## src/rtl/pm_pkg.sv

```systemverilog
package pm_pkg;

  // Severity ratio test: errored share of the second is 30 % or more.
  function automatic logic ratio_severe(input longint unsigned errs,
                                        input longint unsigned total);
    return (errs * 64'd10) >= (total * 64'd3);
  endfunction

  // Grade flags carried by each second through the delay line.
  typedef struct packed {
    logic ua;
    logic es;
    logic ses;
  } pm_grade_t;

endpackage

```

## src/rtl/pm_sec_class.sv

```systemverilog
module pm_sec_class #(
  parameter int BLOCKS_PER_SEC = 8000,
  parameter int BLK_W          = 13
) (
  input  logic [BLK_W-1:0] blk_errs,
  input  logic             defect,
  output logic             sec_es,
  output logic             sec_ses
);
  logic ratio_hit;

  assign ratio_hit = pm_pkg::ratio_severe(64'(blk_errs), 64'(BLOCKS_PER_SEC));
  assign sec_ses   = defect | ratio_hit;
  assign sec_es    = sec_ses | (blk_errs != '0);

  always_comb begin
    if (sec_ses && !defect)
      a_r2_ratio_nonzero: assert (blk_errs != '0 || BLOCKS_PER_SEC == 0);
  end
endmodule

```

## src/rtl/pm_avail_track.sv

```systemverilog
module pm_avail_track #(
  parameter int RUN_LEN = 10,
  parameter int BLK_W   = 13
) (
  input  logic             clk,
  input  logic             rst_n,
  input  logic             clr,
  input  logic             tick,
  input  logic             in_es,
  input  logic             in_ses,
  input  logic [BLK_W-1:0] in_cnt,
  output logic             out_valid,
  output pm_pkg::pm_grade_t out_grade,
  output logic [BLK_W-1:0] out_cnt,
  output logic             unavail
);
  localparam int RUN_W = $clog2(RUN_LEN + 1);
  localparam logic [RUN_W-1:0] LAST = RUN_W'(RUN_LEN - 1);
  localparam logic [RUN_W-1:0] FULL = RUN_W'(RUN_LEN);

  logic [RUN_LEN-1:0] v_q, ua_q, es_q, ses_q;
  logic [BLK_W-1:0]   cnt_q [RUN_LEN];
  logic [RUN_W-1:0]   sev_run, ok_run;
  logic               cur_ua;
  logic               enter_ua, leave_ua;

  // Named state-change events used by the delay line and the assertions.
  assign enter_ua = tick && !clr && !cur_ua &&  in_ses && (sev_run == LAST);
  assign leave_ua = tick && !clr &&  cur_ua && !in_ses && (ok_run  == LAST);

  always_ff @(posedge clk or negedge rst_n) begin
    if (!rst_n) begin
      sev_run <= '0;
      ok_run  <= '0;
      cur_ua  <= 1'b0;
    end else if (clr) begin
      sev_run <= '0;
      ok_run  <= '0;
      cur_ua  <= 1'b0;
    end else if (tick) begin
      if (in_ses) begin
        sev_run <= (sev_run == FULL) ? FULL : sev_run + 1'b1;
        ok_run  <= '0;
      end else begin
        ok_run  <= (ok_run == FULL) ? FULL : ok_run + 1'b1;
        sev_run <= '0;
      end
      if (enter_ua)      cur_ua <= 1'b1;
      else if (leave_ua) cur_ua <= 1'b0;
    end
  end

  // Delay line: stage 0 takes the new second, the last stage leaves for commit.
  // A state change rewrites the availability flag of the whole ten-second window.
  always_ff @(posedge clk or negedge rst_n) begin
    if (!rst_n) begin
      v_q <= '0; ua_q <= '0; es_q <= '0; ses_q <= '0;
      for (int i = 0; i < RUN_LEN; i++) cnt_q[i] <= '0;
    end else if (clr) begin
      v_q <= '0; ua_q <= '0; es_q <= '0; ses_q <= '0;
      for (int i = 0; i < RUN_LEN; i++) cnt_q[i] <= '0;
    end else if (tick) begin
      for (int i = RUN_LEN - 1; i > 0; i--) begin
        v_q[i]   <= v_q[i-1];
        es_q[i]  <= es_q[i-1];
        ses_q[i] <= ses_q[i-1];
        cnt_q[i] <= cnt_q[i-1];
        ua_q[i]  <= enter_ua ? 1'b1 : (leave_ua ? 1'b0 : ua_q[i-1]);
      end
      v_q[0]   <= 1'b1;
      es_q[0]  <= in_es;
      ses_q[0] <= in_ses;
      cnt_q[0] <= in_cnt;
      ua_q[0]  <= enter_ua ? 1'b1 : (leave_ua ? 1'b0 : cur_ua);
    end
  end

  assign out_valid     = tick && !clr && v_q[RUN_LEN-1];
  assign out_grade.ua  = ua_q[RUN_LEN-1];
  assign out_grade.es  = es_q[RUN_LEN-1];
  assign out_grade.ses = ses_q[RUN_LEN-1];
  assign out_cnt       = cnt_q[RUN_LEN-1];
  assign unavail       = cur_ua;

  // after entering, every second in the window is marked unavailable.
  a_r4_window_marked: assert property (@(posedge clk) disable iff (!rst_n)
    enter_ua |=> (unavail && (&ua_q)));
  // after leaving, every second in the window is marked available.
  a_r5_window_cleared: assert property (@(posedge clk) disable iff (!rst_n)
    leave_ua |=> (!unavail && (ua_q == '0)));
  // clear empties the line and restores availability.
  a_r9_clear_empty: assert property (@(posedge clk) disable iff (!rst_n)
    clr |=> (v_q == '0 && !unavail));
  // no strobe, no movement.
  a_r10_line_hold: assert property (@(posedge clk) disable iff (!rst_n)
    (!tick && !clr) |=> ($stable(v_q) && $stable(ua_q) && $stable(unavail)));
endmodule

```

## src/rtl/pm_sat_ctr.sv

```systemverilog
module pm_sat_ctr #(
  parameter int CNT_W = 32,
  parameter int INC_W = 13
) (
  input  logic             clk,
  input  logic             rst_n,
  input  logic             clr,
  input  logic             en,
  input  logic [INC_W-1:0] inc,
  output logic [CNT_W-1:0] q
);
  logic [CNT_W:0] sum;

  assign sum = {1'b0, q} + (CNT_W+1)'(inc);

  always_ff @(posedge clk or negedge rst_n) begin
    if (!rst_n)     q <= '0;
    else if (clr)   q <= '0;
    else if (en)    q <= sum[CNT_W] ? {CNT_W{1'b1}} : sum[CNT_W-1:0];
  end

  // a tally never goes down except through clear.
  a_r8_no_wrap: assert property (@(posedge clk) disable iff (!rst_n)
    !clr |=> (q >= $past(q)));
  // a tally only moves on a commit.
  a_r10_ctr_hold: assert property (@(posedge clk) disable iff (!rst_n)
    (!en && !clr) |=> $stable(q));
endmodule

```

## src/rtl/pm_tally.sv

```systemverilog
module pm_tally #(
  parameter int CNT_W   = 32,
  parameter int BLK_W   = 13,
  parameter int RUN_LEN = 10
) (
  input  logic              clk,
  input  logic              rst_n,
  input  logic              clr,
  input  logic              c_valid,
  input  pm_pkg::pm_grade_t c_grade,
  input  logic [BLK_W-1:0]  c_cnt,
  output logic [CNT_W-1:0]  es_count,
  output logic [CNT_W-1:0]  ses_count,
  output logic [CNT_W-1:0]  bbe_count,
  output logic [CNT_W-1:0]  uas_count,
  output logic [CNT_W-1:0]  cses_count
);
  localparam int NCTR  = 5;
  localparam int RUN_W = $clog2(RUN_LEN + 1);
  localparam logic [RUN_W-1:0] LAST = RUN_W'(RUN_LEN - 1);
  localparam logic [RUN_W-1:0] FULL = RUN_W'(RUN_LEN);

  logic [RUN_W-1:0]           burst_run;
  logic                       avail_commit, ua_commit, burst_hit;
  logic [NCTR-1:0]            ctr_en;
  logic [NCTR-1:0][BLK_W-1:0] ctr_inc;
  logic [NCTR-1:0][CNT_W-1:0] ctr_q;

  assign avail_commit = c_valid && !c_grade.ua;
  assign ua_commit    = c_valid &&  c_grade.ua;
  assign burst_hit    = avail_commit && !c_grade.ses &&
                        (burst_run >= RUN_W'(2)) && (burst_run <= LAST);

  // Length of the current run of severe available seconds on the commit side.
  always_ff @(posedge clk or negedge rst_n) begin
    if (!rst_n)   burst_run <= '0;
    else if (clr) burst_run <= '0;
    else if (c_valid) begin
      if (c_grade.ua || !c_grade.ses) burst_run <= '0;
      else burst_run <= (burst_run == FULL) ? FULL : burst_run + 1'b1;
    end
  end

  assign ctr_en[0]  = avail_commit && c_grade.es;
  assign ctr_en[1]  = avail_commit && c_grade.ses;
  assign ctr_en[2]  = avail_commit && !c_grade.ses;
  assign ctr_en[3]  = ua_commit;
  assign ctr_en[4]  = burst_hit;
  assign ctr_inc[0] = BLK_W'(1);
  assign ctr_inc[1] = BLK_W'(1);
  assign ctr_inc[2] = c_cnt;
  assign ctr_inc[3] = BLK_W'(1);
  assign ctr_inc[4] = BLK_W'(1);

  for (genvar k = 0; k < NCTR; k++) begin : g_ctr
    pm_sat_ctr #(.CNT_W(CNT_W), .INC_W(BLK_W)) u_ctr (
      .clk (clk),
      .rst_n (rst_n),
      .clr (clr),
      .en  (ctr_en[k]),
      .inc (ctr_inc[k]),
      .q   (ctr_q[k])
    );
  end

  assign es_count   = ctr_q[0];
  assign ses_count  = ctr_q[1];
  assign bbe_count  = ctr_q[2];
  assign uas_count  = ctr_q[3];
  assign cses_count = ctr_q[4];

  // a severe second leaves the background tally alone.
  a_r3_no_bbe_on_severe: assert property (@(posedge clk) disable iff (!rst_n)
    (c_valid && c_grade.ses && !clr) |=> $stable(bbe_count));
  // unavailable seconds touch only the unavailable tally.
  a_r4_quiet_when_ua: assert property (@(posedge clk) disable iff (!rst_n)
    (ua_commit && !clr) |=> ($stable(es_count) && $stable(ses_count) &&
                            $stable(bbe_count) && $stable(cses_count)));
  // a severe second is always also an errored second.
  a_r1_ses_implies_es: assert property (@(posedge clk) disable iff (!rst_n)
    (c_valid && c_grade.ses) |-> c_grade.es);
  // a burst never outgrows the availability window on the commit side.
  a_r6_burst_bounded: assert property (@(posedge clk) disable iff (!rst_n)
    burst_run <= LAST);
endmodule

```

## src/rtl/pm_perf_mon.sv

```systemverilog
module pm_perf_mon #(
  parameter int BLOCKS_PER_SEC = 8000,
  parameter int CNT_W          = 32,
  parameter int RUN_LEN        = 10,
  localparam int BLK_W         = $clog2(BLOCKS_PER_SEC + 1)
) (
  input  logic             clk,
  input  logic             rst_n,
  input  logic             clr,
  input  logic             sec_tick,
  input  logic [BLK_W-1:0] blk_errs,
  input  logic             defect,
  output logic [CNT_W-1:0] es_count,
  output logic [CNT_W-1:0] ses_count,
  output logic [CNT_W-1:0] bbe_count,
  output logic [CNT_W-1:0] uas_count,
  output logic [CNT_W-1:0] cses_count,
  output logic             unavail
);
  logic              sec_es, sec_ses;
  logic              cm_valid;
  pm_pkg::pm_grade_t cm_grade;
  logic [BLK_W-1:0]  cm_cnt;

  pm_sec_class #(.BLOCKS_PER_SEC(BLOCKS_PER_SEC), .BLK_W(BLK_W)) u_class (
    .blk_errs (blk_errs),
    .defect   (defect),
    .sec_es   (sec_es),
    .sec_ses  (sec_ses)
  );

  pm_avail_track #(.RUN_LEN(RUN_LEN), .BLK_W(BLK_W)) u_track (
    .clk       (clk),
    .rst_n     (rst_n),
    .clr       (clr),
    .tick      (sec_tick),
    .in_es     (sec_es),
    .in_ses    (sec_ses),
    .in_cnt    (blk_errs),
    .out_valid (cm_valid),
    .out_grade (cm_grade),
    .out_cnt   (cm_cnt),
    .unavail   (unavail)
  );

  pm_tally #(.CNT_W(CNT_W), .BLK_W(BLK_W), .RUN_LEN(RUN_LEN)) u_tally (
    .clk        (clk),
    .rst_n      (rst_n),
    .clr        (clr),
    .c_valid    (cm_valid),
    .c_grade    (cm_grade),
    .c_cnt      (cm_cnt),
    .es_count   (es_count),
    .ses_count  (ses_count),
    .bbe_count  (bbe_count),
    .uas_count  (uas_count),
    .cses_count (cses_count)
  );

  // nothing is committed unless a strobe is present.
  a_r7_commit_on_tick: assert property (@(posedge clk) disable iff (!rst_n)
    cm_valid |-> sec_tick);
endmodule

```

## config.mk

```make
export PLATFORM = sky130hd
export DESIGN_NAME = pm_perf_mon
export DESIGN_NICKNAME = d
export VERILOG_FILES = /design/src/rtl/pm_pkg.sv /design/src/rtl/pm_sec_class.sv /design/src/rtl/pm_avail_track.sv /design/src/rtl/pm_sat_ctr.sv /design/src/rtl/pm_tally.sv /design/src/rtl/pm_perf_mon.sv
export SDC_FILE = /design/constraint.sdc
export NUM_CORES = 1
export LEC_CHECK = 0
export BUFFER_PORTS_ARGS = -buffer_cell sky130_fd_sc_hd__buf_4
export CAP_MARGIN = 10
export CORE_ASPECT_RATIO = 1.2
export CORE_MARGIN = 2
export CORE_UTILIZATION = 48
export CTS_CLUSTER_DIAMETER = 80
export DETAILED_ROUTE_END_ITERATION = 10
export GPL_TIMING_DRIVEN = 0
export PLACE_DENSITY = 0.67
export SLEW_MARGIN = 20
export SYNTH_ARGS = -nofsm -noshare
export SYNTH_HDL_FRONTEND = slang
export SYNTH_SLANG_ARGS = --single-unit
```

## constraint.sdc

```tcl
create_clock -name clk -period 7.5 [get_ports clk]
set_clock_uncertainty 0.05 [all_clocks]
set_input_delay 0.75 -clock clk [delete_from_list [all_inputs] [get_ports clk]]
set_output_delay 0.75 -clock clk [all_outputs]
set_load 0.02 [all_outputs]
```

Word level (Yosys, flattened, before mapping). Index checks and enable logic that the tools add are counted.

Flip-flop bits (word level): 343. Input bits: 18. Word-level logic and storage cells: 130.

Add/sub/neg operators: 8. $mul: 1. $lt $le $gt $ge: 3. Equal/unequal tests: 5. Mux-type cells: 59. Bitwise logic cells: 2. Reduce and logical (&&, ||, !) cells: 29.

Operators by type and width (count): 32-bit 2-to-1 mux (15); 130-bit 2-to-1 mux (2); 32-bit by 1-bit adder with 33-bit output (second input constant) (4); 10-bit 2-to-1 mux (8); 4-bit 2-to-1 mux (12); 32-bit by 13-bit adder with 33-bit output (1); 1-bit 2-to-1 mux (22); 4-bit equality test (second input constant) (5); 17-bit by 15-bit greater-or-equal comparator with 1-bit output (second input constant) (1); 13-bit by 3-bit multiplier with 16-bit output (second input constant) (1); 1-bit logical AND (15); 2-bit nonzero test (7); 13-bit nonzero test (1); 4-bit by 1-bit adder with 4-bit output (second input constant) (3); 1-bit logical NOT (5); 4-bit by 2-bit greater-or-equal comparator with 1-bit output (second input constant) (1); 4-bit less-or-equal comparator (second input constant) (1); 1-bit OR (2); 1-bit logical OR (1).

Logic depth before layout (Yosys ltp). Gate-level depths: netlist of run 1.

Depth in word-level cells: 10. Mapped depth: 13.

By module. Synthesis of run 1 repeated with hierarchy kept, for this count alone.

Cell total of the unflattened synthesis: 1964. Area total of the unflattened synthesis: 20282.0 um^2.

By module, submodules not included: pm_sat_ctr at u_tally.g_ctr[1].u_ctr ... (times used 4, cells an instance 249, area each 2408.6 um^2, sequential area each 800.8 um^2); pm_avail_track (times used 1, cells an instance 592, area each 7161.9 um^2, sequential area each 4229.1 um^2); pm_sat_ctr at u_tally.g_ctr[0].u_ctr (times used 1, cells an instance 252, area each 2356.0 um^2, sequential area each 800.8 um^2); pm_sec_class (times used 1, cells an instance 90, area each 797.0 um^2, sequential area each 0.0 um^2); pm_tally (times used 1, cells an instance 34, area each 332.8 um^2, sequential area each 100.1 um^2).

Worst setup path before layout of run 1. Ideal clock, no wire load.

Path kind: input port to flip-flop. Start: input port blk_errs[1]. End: register u_track.sev_run[2]. Data arrival time: 3.472 ns. Required time: 7.326 ns. Path slack: 3.854 ns. Stages: 13. Path buffers: 1. Cell sequence: ha_1 -> ha_1 -> fa_1 -> a211oi_1 -> o21ba_2 -> o21ba_2 -> a2bb2oi_1 -> mux2_2 -> o32a_1 -> nor3_4 -> buf_6 -> nor3b_1 -> o31a_1.

Cells in the longest elaborated chain, start to end: 6.

RTL lines: start, declared (line pm_perf_mon.sv:11) `input logic [BLK_W-1:0] blk_errs,`; 13-bit by 3-bit multiplier with 16-bit output (line pm_pkg.sv:6) `return (errs * 64'd10) >= (total * 64'd3);`; 17-bit by 15-bit greater-or-equal comparator with 1-bit output (line pm_pkg.sv:6); 1-bit OR (line pm_sec_class.sv:13) `assign sec_ses = defect | ratio_hit;`; 4-bit 2-to-1 mux (line pm_avail_track.sv:41) `if (in_ses) begin`; 4-bit 2-to-1 mux (line pm_avail_track.sv:40) `end else if (tick) begin`; 4-bit 2-to-1 mux (line pm_avail_track.sv:36) `end else if (clr) begin`; end signal, assigned (line pm_avail_track.sv:42) `sev_run <= (sev_run == FULL) ? FULL : sev_run + 1'b1;`; end, declared (line pm_avail_track.sv:23) `logic [RUN_W-1:0] sev_run, ok_run;`.

No other way between the ends. The select of a mux whose other input is x is not followed. A chain may end at the register's enable or synchronous reset.

Worst setup path in the final report of run 1. Same ends and word-level chain as after synthesis.

==> metrics.yaml, run 1 <==
dp.final_hpwl_mm: 31.5
end_kind: "flip-flop"
cts_buffer_depth: 3
ys.flop_type: "dfrtp_1"
gp_congestion: 0.887
top_usage_layer: "met2"
core_um2: 34100
yosysWarnings: 0
drive_above_1_share_pct: 14.1
num_rows: 74
reg2reg_depth: 12
use_met3_pct: 3.58
cp_top_family: "compound AO/OA/AOI/OAI gates"
io_pins: 179
synth_cell_types: 72
p_comb_share_pct: 5.6
synth-seq-cells: 333
io_buffer_count: 177
vias: 13900
hold_viol_final: 0
cts_buffers: 36
yosys.area_share.simple_pct: 17.9
crit_buf_inv: 2
p_sw_share_pct: 22.3
cts-resized-gates: 0
synth_top_family_by_area: "simple AND/OR/NAND/NOR gates"
dr.pass1.iters: 5
drt-initial-drc-count: 915
crit_chain: "buf_4 > ha_1 > ha_1 > fa_1 > a211oi_1 > o21ba_2 > o21ba_2 > a2bb2oi_1 > mux2_2 > o32a_1 > nor3_4 > buf_6 > nor3b_1 > o31a_1"
root_buffer: "clkbuf_16"
critPathLaunch: "blk_errs[1]"
synthToLayoutAreaGrowth_pct: 19.9
r2r_slack_ps: 4140
fin_crit_ps: 3690
power_density_nw_per_um2: 199
numClockSinks: 333
r2r-start: "u_tally.g_ctr[2].u_ctr.q[0]"
r2r-end: "u_tally.g_ctr[2].u_ctr.q[16]"
power.switching_w: 0.000887
start_util_pct: 48.8
max_slew_margin_pct: 25.1
ir_drop_v: 0.000145
num-nets-final: 1960
synth_compound_area_share_pct: 14.3
clkPwrFrac_pct: 48.6
report.power.total_w: 0.00397
placed_cell_area_um2: 18700
synthAdderAreaFrac_pct: 3.92
slowest_delay_ps: 420
layout.cells.most_common_list: "dfrtp_1, nor2_1, buf_4"
grtUsageTotal_pct: 23.9
synthArstFlopShare_pct: 100
worst_slew_pin_slew_ps: 1120
clkSlewWorstSetupHoldPaths_ps: 60
worstPathMaxFanout: 10
routedWlPerCell_um: 18.4
drc: 0
syn_area_um2: 16600
holdBufCountCts: 0
synthMuxAreaShare_pct: 10.1
dieArea_um2: 36200
chipHeight_um: 208
cap_violations: 0
cpMaxStageDelayCell: "fa_1"
syn_nets: 1741
final_util_pct: 58.6
fp.dieW_um: 174
start_kind: "primary input"
whs_ps: 65.6
p_int_w: 0.00309
crit_type: "in -> reg"
tns_ps: 0
synthCells: 1672
setup_violations: 0
final_common_cell: "dfrtp_1"
seqPwrFrac_pct: 45.8
cp_data_arrival_time_ps: 4040
met1_usage_pct: 30.4
final_cell_area_um2: 20000
htree_levels: 2
yosysTopAreaCellShare_pct: 50.1
wirelength_mm: 43.7
leakage_nw: 9.41
crit_required_ps: 7860
rsz0062_at_grt: "no"
first_global_vias: 13600
synth_xor_area_share_pct: 0.947
hp-class: "in -> async"
grt_start_max_net_pins: 98
drv_slew: 0
antenna_found_initial: 1
post_cts_buffers: 0
grt_pass1_wl_mm: 71.4
synth_edf_count: 0
fin_crit_sh_pct: 49.2
ant_nets: 0
syn-mean-instance-area_um2: 9.95
clock.fmax_mhz: 271
cts_tree: "built"
clk_latency_ps: 520
overflow: 0
status: "finished clean"
synthTopCellsByArea: "dfrtp_1, mux2i_1, nor2_1, a21oi_1, ha_1"
grt_use_met2_pct: 41.2
yosysTopAreaCell: "dfrtp_1"
vias_per_cell: 5.84
seq_area_frac_synth_pct: 50.1
-- through the flow --
stage               setup slack [ps]  instances
floorplan                       3850       1672
global placement                2510       2305
detailed placement              3270       2309
CTS                             3820       2373
global route                    3670       2373
finish                          3810       2374
-- layout make-up --
| class | instances | area (µm²) |
|---|---|---|
| sequential | 333 | 8330 |
| inverter | 26 | 97.6 |
| antenna | 1 | 2.50 |
| tap | 456 | 571 |
| multi-input combinational | 1221 | 7850 |
| fill | 2936 | 14100 |
| clock inverter | 17 | 280 |
| buffer | 92 | 360 |
| clock buffer | 47 | 1010 |
| timing repair buffer | 181 | 1450 |
-- metal layers --
layer	vias up	routed length, µm
met5	-	0
met4	0	1670
met3	96	2340
met2	421	21400
met1	6805	18300
li1	6535	-
-- worst reg2reg max path: stages, from the launching register on --
cell and delay [ps]:
dfrtp_1 400, ha_1 200, inv_1 60, fa_1 400, nor2b_1 120, o21ai_0 100, a21boi_0 190, o21ai_0 130
a211oi_1 460, a21o_1 290, nand3_1 380, and4_1 360, nor3_1 160
-- how the worst max path moves through the flow --
stage / end / slack (ps) / cells past startpoint
5_1_grt: u_track.sev_run[2] / 3670 / 14
4_1_cts: u_track.sev_run[2] / 3820 / 14
3_3_place_gp: u_track.cnt_q[120] / 2510 / 1
6_report: u_track.sev_run[2] / 3810 / 14
2_1_floorplan: u_track.sev_run[2] / 3850 / 13
3_5_place_dp: u_track.sev_run[2] / 3270 / 14
-- power groups by stage --
stage / clock (W) / sequential [W] / combinational [W]
3_5_place_dp: 0 / 0.00185 / 0.000227
4_1_cts: 0.00196 / 0.00182 / 0.000229
2_1_floorplan: 0 / 0.00185 / 0.000131
6_report: 0.00193 / 0.00182 / 0.000224
5_1_grt: 0.00203 / 0.00182 / 0.000249
3_3_place_gp: 0 / 0.00185 / 0.000215
-- registers in the layout, summed over array words and instances, names as in the netlist --
| name | cells |
|---|---|
| u_tally.g_ctr.u_ctr.q | 160 |
| u_track.es_q | 10 |
| u_tally.burst_run | 4 |
| u_track.v_q | 10 |
| u_track.ua_q | 1 |
| u_track.out_cnt | 13 |
| u_track.ses_q | 10 |
| u_track.cnt_q | 117 |
| u_track.ok_run | 4 |
| u_track.sev_run | 4 |
-- logic make-up after synthesis --
kind of cell,count (synthesis)
simple gates,621
compound gates,363
flops,333
mux,168
buf+inv,118
fa+ha+maj,51
xor+xnor,18
-- Yosys cell counts (11+ instances only) --
master and instances:
a31oi_1 33, nor2_1 268, inv_1 26, ha_1 49
and2_1 17, nor3_1 36, and3_1 53, mux2i_1 167
clkbuf_1 71, a21o_1 11, o21ai_0 48, nand3_1 78
buf_1 14, a311oi_1 42, nand2_1 84, nand4_1 13
a211oi_1 38, and4_1 12, dfrtp_1 333, a21oi_1 134
(Power assumes the default switching activity.)
==> inputs of run 2 (changes only) <==
==> constraint.sdc (replaced) <==
create_clock -name clk -period 3.6 [get_ports clk]
set_clock_uncertainty 0.05 [all_clocks]
set_input_delay 0.36 -clock clk [delete_from_list [all_inputs] [get_ports clk]]
set_output_delay 0.36 -clock clk [all_outputs]
set_load 0.02 [all_outputs]
==> metrics.yaml, run 2 (same netlist as run 1, synthesis figures left out) <==
cp_data_arrival_time_ps: 3650  # -390 ps
core_um2: 34100  # unchanged
first_global_vias: 13600  # +0.095%
drt-initial-drc-count: 921  # +0.66%
fin_crit_ps: 3300
overflow: 0  # unchanged
cap_violations: 0  # unchanged
start_util_pct: 48.8  # unchanged
io_buffer_count: 177  # unchanged
largest_register_ffs: 160  # unchanged
setup_slack_ps: 304  # -3510 ps
leakage_nw: 9.42  # +0.10%
htree_levels: 2  # unchanged
fp.dieW_um: 174  # unchanged
cts_tree: "built"
synthToLayoutAreaGrowth_pct: 20.1
dieArea_um2: 36200  # unchanged
worst_slew_pin_slew_ps: 1130  # +3.07 ps
dr.pass1.iters: 5  # unchanged
r2r_slack_ps: 370  # -3770 ps
cts_buffers: 36  # unchanged
dp.final_hpwl_mm: 31.5  # unchanged
r2r-start: "u_track.ua_q[8]"
clkSlewWorstSetupHoldPaths_ps: 60  # about the same
num-nets-final: 1962  # +0.10%
ant_nets: 0  # unchanged
holdPathEnd: "u_track.cnt_q[117]"
grt_pass1_wl_mm: 71.4  # about the same
fin_crit_sh_pct: 91.5
whs_ps: 76.4  # +10.8 ps
grt_start_max_net_pins: 98  # unchanged
final_common_cell: "dfrtp_1"
wirelength_mm: 43.7  # about the same
drv_slew: 0  # unchanged
drc: 0  # unchanged
root_buffer: "clkbuf_16"
worstHoldStart: "blk_errs[0]"
grtUsageTotal_pct: 24.0  # about the same
tns_ps: 0  # unchanged
reg2reg_depth: 6  # -6
r2r-end: "u_tally.g_ctr[4].u_ctr.q[30]"
hp-class: "in -> reg"
layout.cells.most_common_list: "dfrtp_1, nor2_1, buf_4"
clk_latency_ps: 520  # about the same
cts_buffer_depth: 3  # unchanged
vias_per_cell: 5.83  # -0.12%
chipHeight_um: 208  # unchanged
clock.fmax_mhz: 303
final_util_pct: 58.6  # +0.081 points
drive_above_1_share_pct: 14.3  # +0.14 points
top_register: "u_tally.g_ctr.u_ctr.q"
min_path_cells: 3
io_pins: 179  # unchanged
max_slew_margin_pct: 24.9  # -0.20 points
ir_drop_v: 0.000302  # +110%
dp_slack_ps: -237  # -3510 ps
crit_type: "in -> reg"
power_density_nw_per_um2: 414  # +110%
vias: 13900  # -0.036%
routedWlPerCell_um: 18.4  # about the same
hold_viol_final: 0  # unchanged
end_kind: "flip-flop"
antenna_found_initial: 1  # unchanged
finalNonFillerCells: 2376  # +0.084%
crit_required_ps: 3960  # -3900 ps
setup_violations: 0  # unchanged
start_kind: "primary input"
num_rows: 74  # unchanged
numClockSinks: 333  # unchanged
num-fill-cells: 2939  # +0.10%
worstPathMaxFanout: 10  # unchanged
dp.cells: 2309  # unchanged
status: "finished clean"
rsz0062_at_grt: "no"
gp_congestion: 0.887  # unchanged
==> run 2: stage by stage <==
stage | total power [W] | area (µm²)
floorplan | 0.00412 | 16600
global placement | 0.00430 | 18500
detailed placement | 0.00433 | 18700
CTS | 0.00836 | 20000
global route | 0.00855 | 20000
finish | 0.00828 | 20000
==> run 2: layout make-up <==
class | count | area (µm²) | area share, %
sequential | 333 | 8330 | 41.7
multi-input combinational | 1221 | 7860 | 39.3
timing repair buffer | 183 | 1460 | 7.33
clock buffer | 47 | 1010 | 5.07
tap | 456 | 571 | 2.86
buffer | 92 | 360 | 1.80
clock inverter | 17 | 280 | 1.40
inverter | 26 | 97.6 | 0.488
antenna | 1 | 2.50 | 0.0125
==> run 2: worst max-delay path, cell delays in order <==
cell and delay (ps):
buf_4 120, ha_1 290, ha_1 230, fa_1 420, a211oi_1 360, o21ba_2 210
o21ba_2 140, a2bb2oi_1 220, mux2_2 360, o32a_1 210, nor3_4 260, buf_6 200
nor3b_1 60, o31a_1 230
==> run 2: timing repair <==
item	4_1_cts	5_1_grt
buffers inserted	0	1
hold endpoints to repair	47	0
resized for setup	0	2
endpoints found under the setup margin	0	13
hold buffers	1	0
==> run 2: where the power goes <==
part	total (W)	switching (W)	internal [W]
Combinational	0.000468	0.000306	0.000162
Sequential	0.00379	0.0000193	0.00377
Clock	0.00402	0.00152	0.00250
==> run 2: how the worst max path moves through the flow <==
stage	start	endpoint	slack [ps]
global placement	rst_n	u_track.cnt_q[120]	-1000
CTS	u_tally.g_ctr[2].u_ctr.q[0]	u_tally.g_ctr[2].u_ctr.q[16]	210
detailed placement	blk_errs[1]	u_track.sev_run[2]	-240
global route	u_tally.g_ctr[2].u_ctr.q[0]	u_tally.g_ctr[2].u_ctr.q[22]	20
finish	blk_errs[1]	u_track.sev_run[2]	300
floorplan	blk_errs[1]	u_track.sev_run[2]	340
==> run 2: per-layer routing <==
layer	global-route usage [%]	vias to the layer above	share of wire, %
met2	41.3	426	49
met3	3.58	97	5.5
li1	-	6537	-
met5	0	-	0
met4	9.36	0	3.7
met1	30.4	6792	42
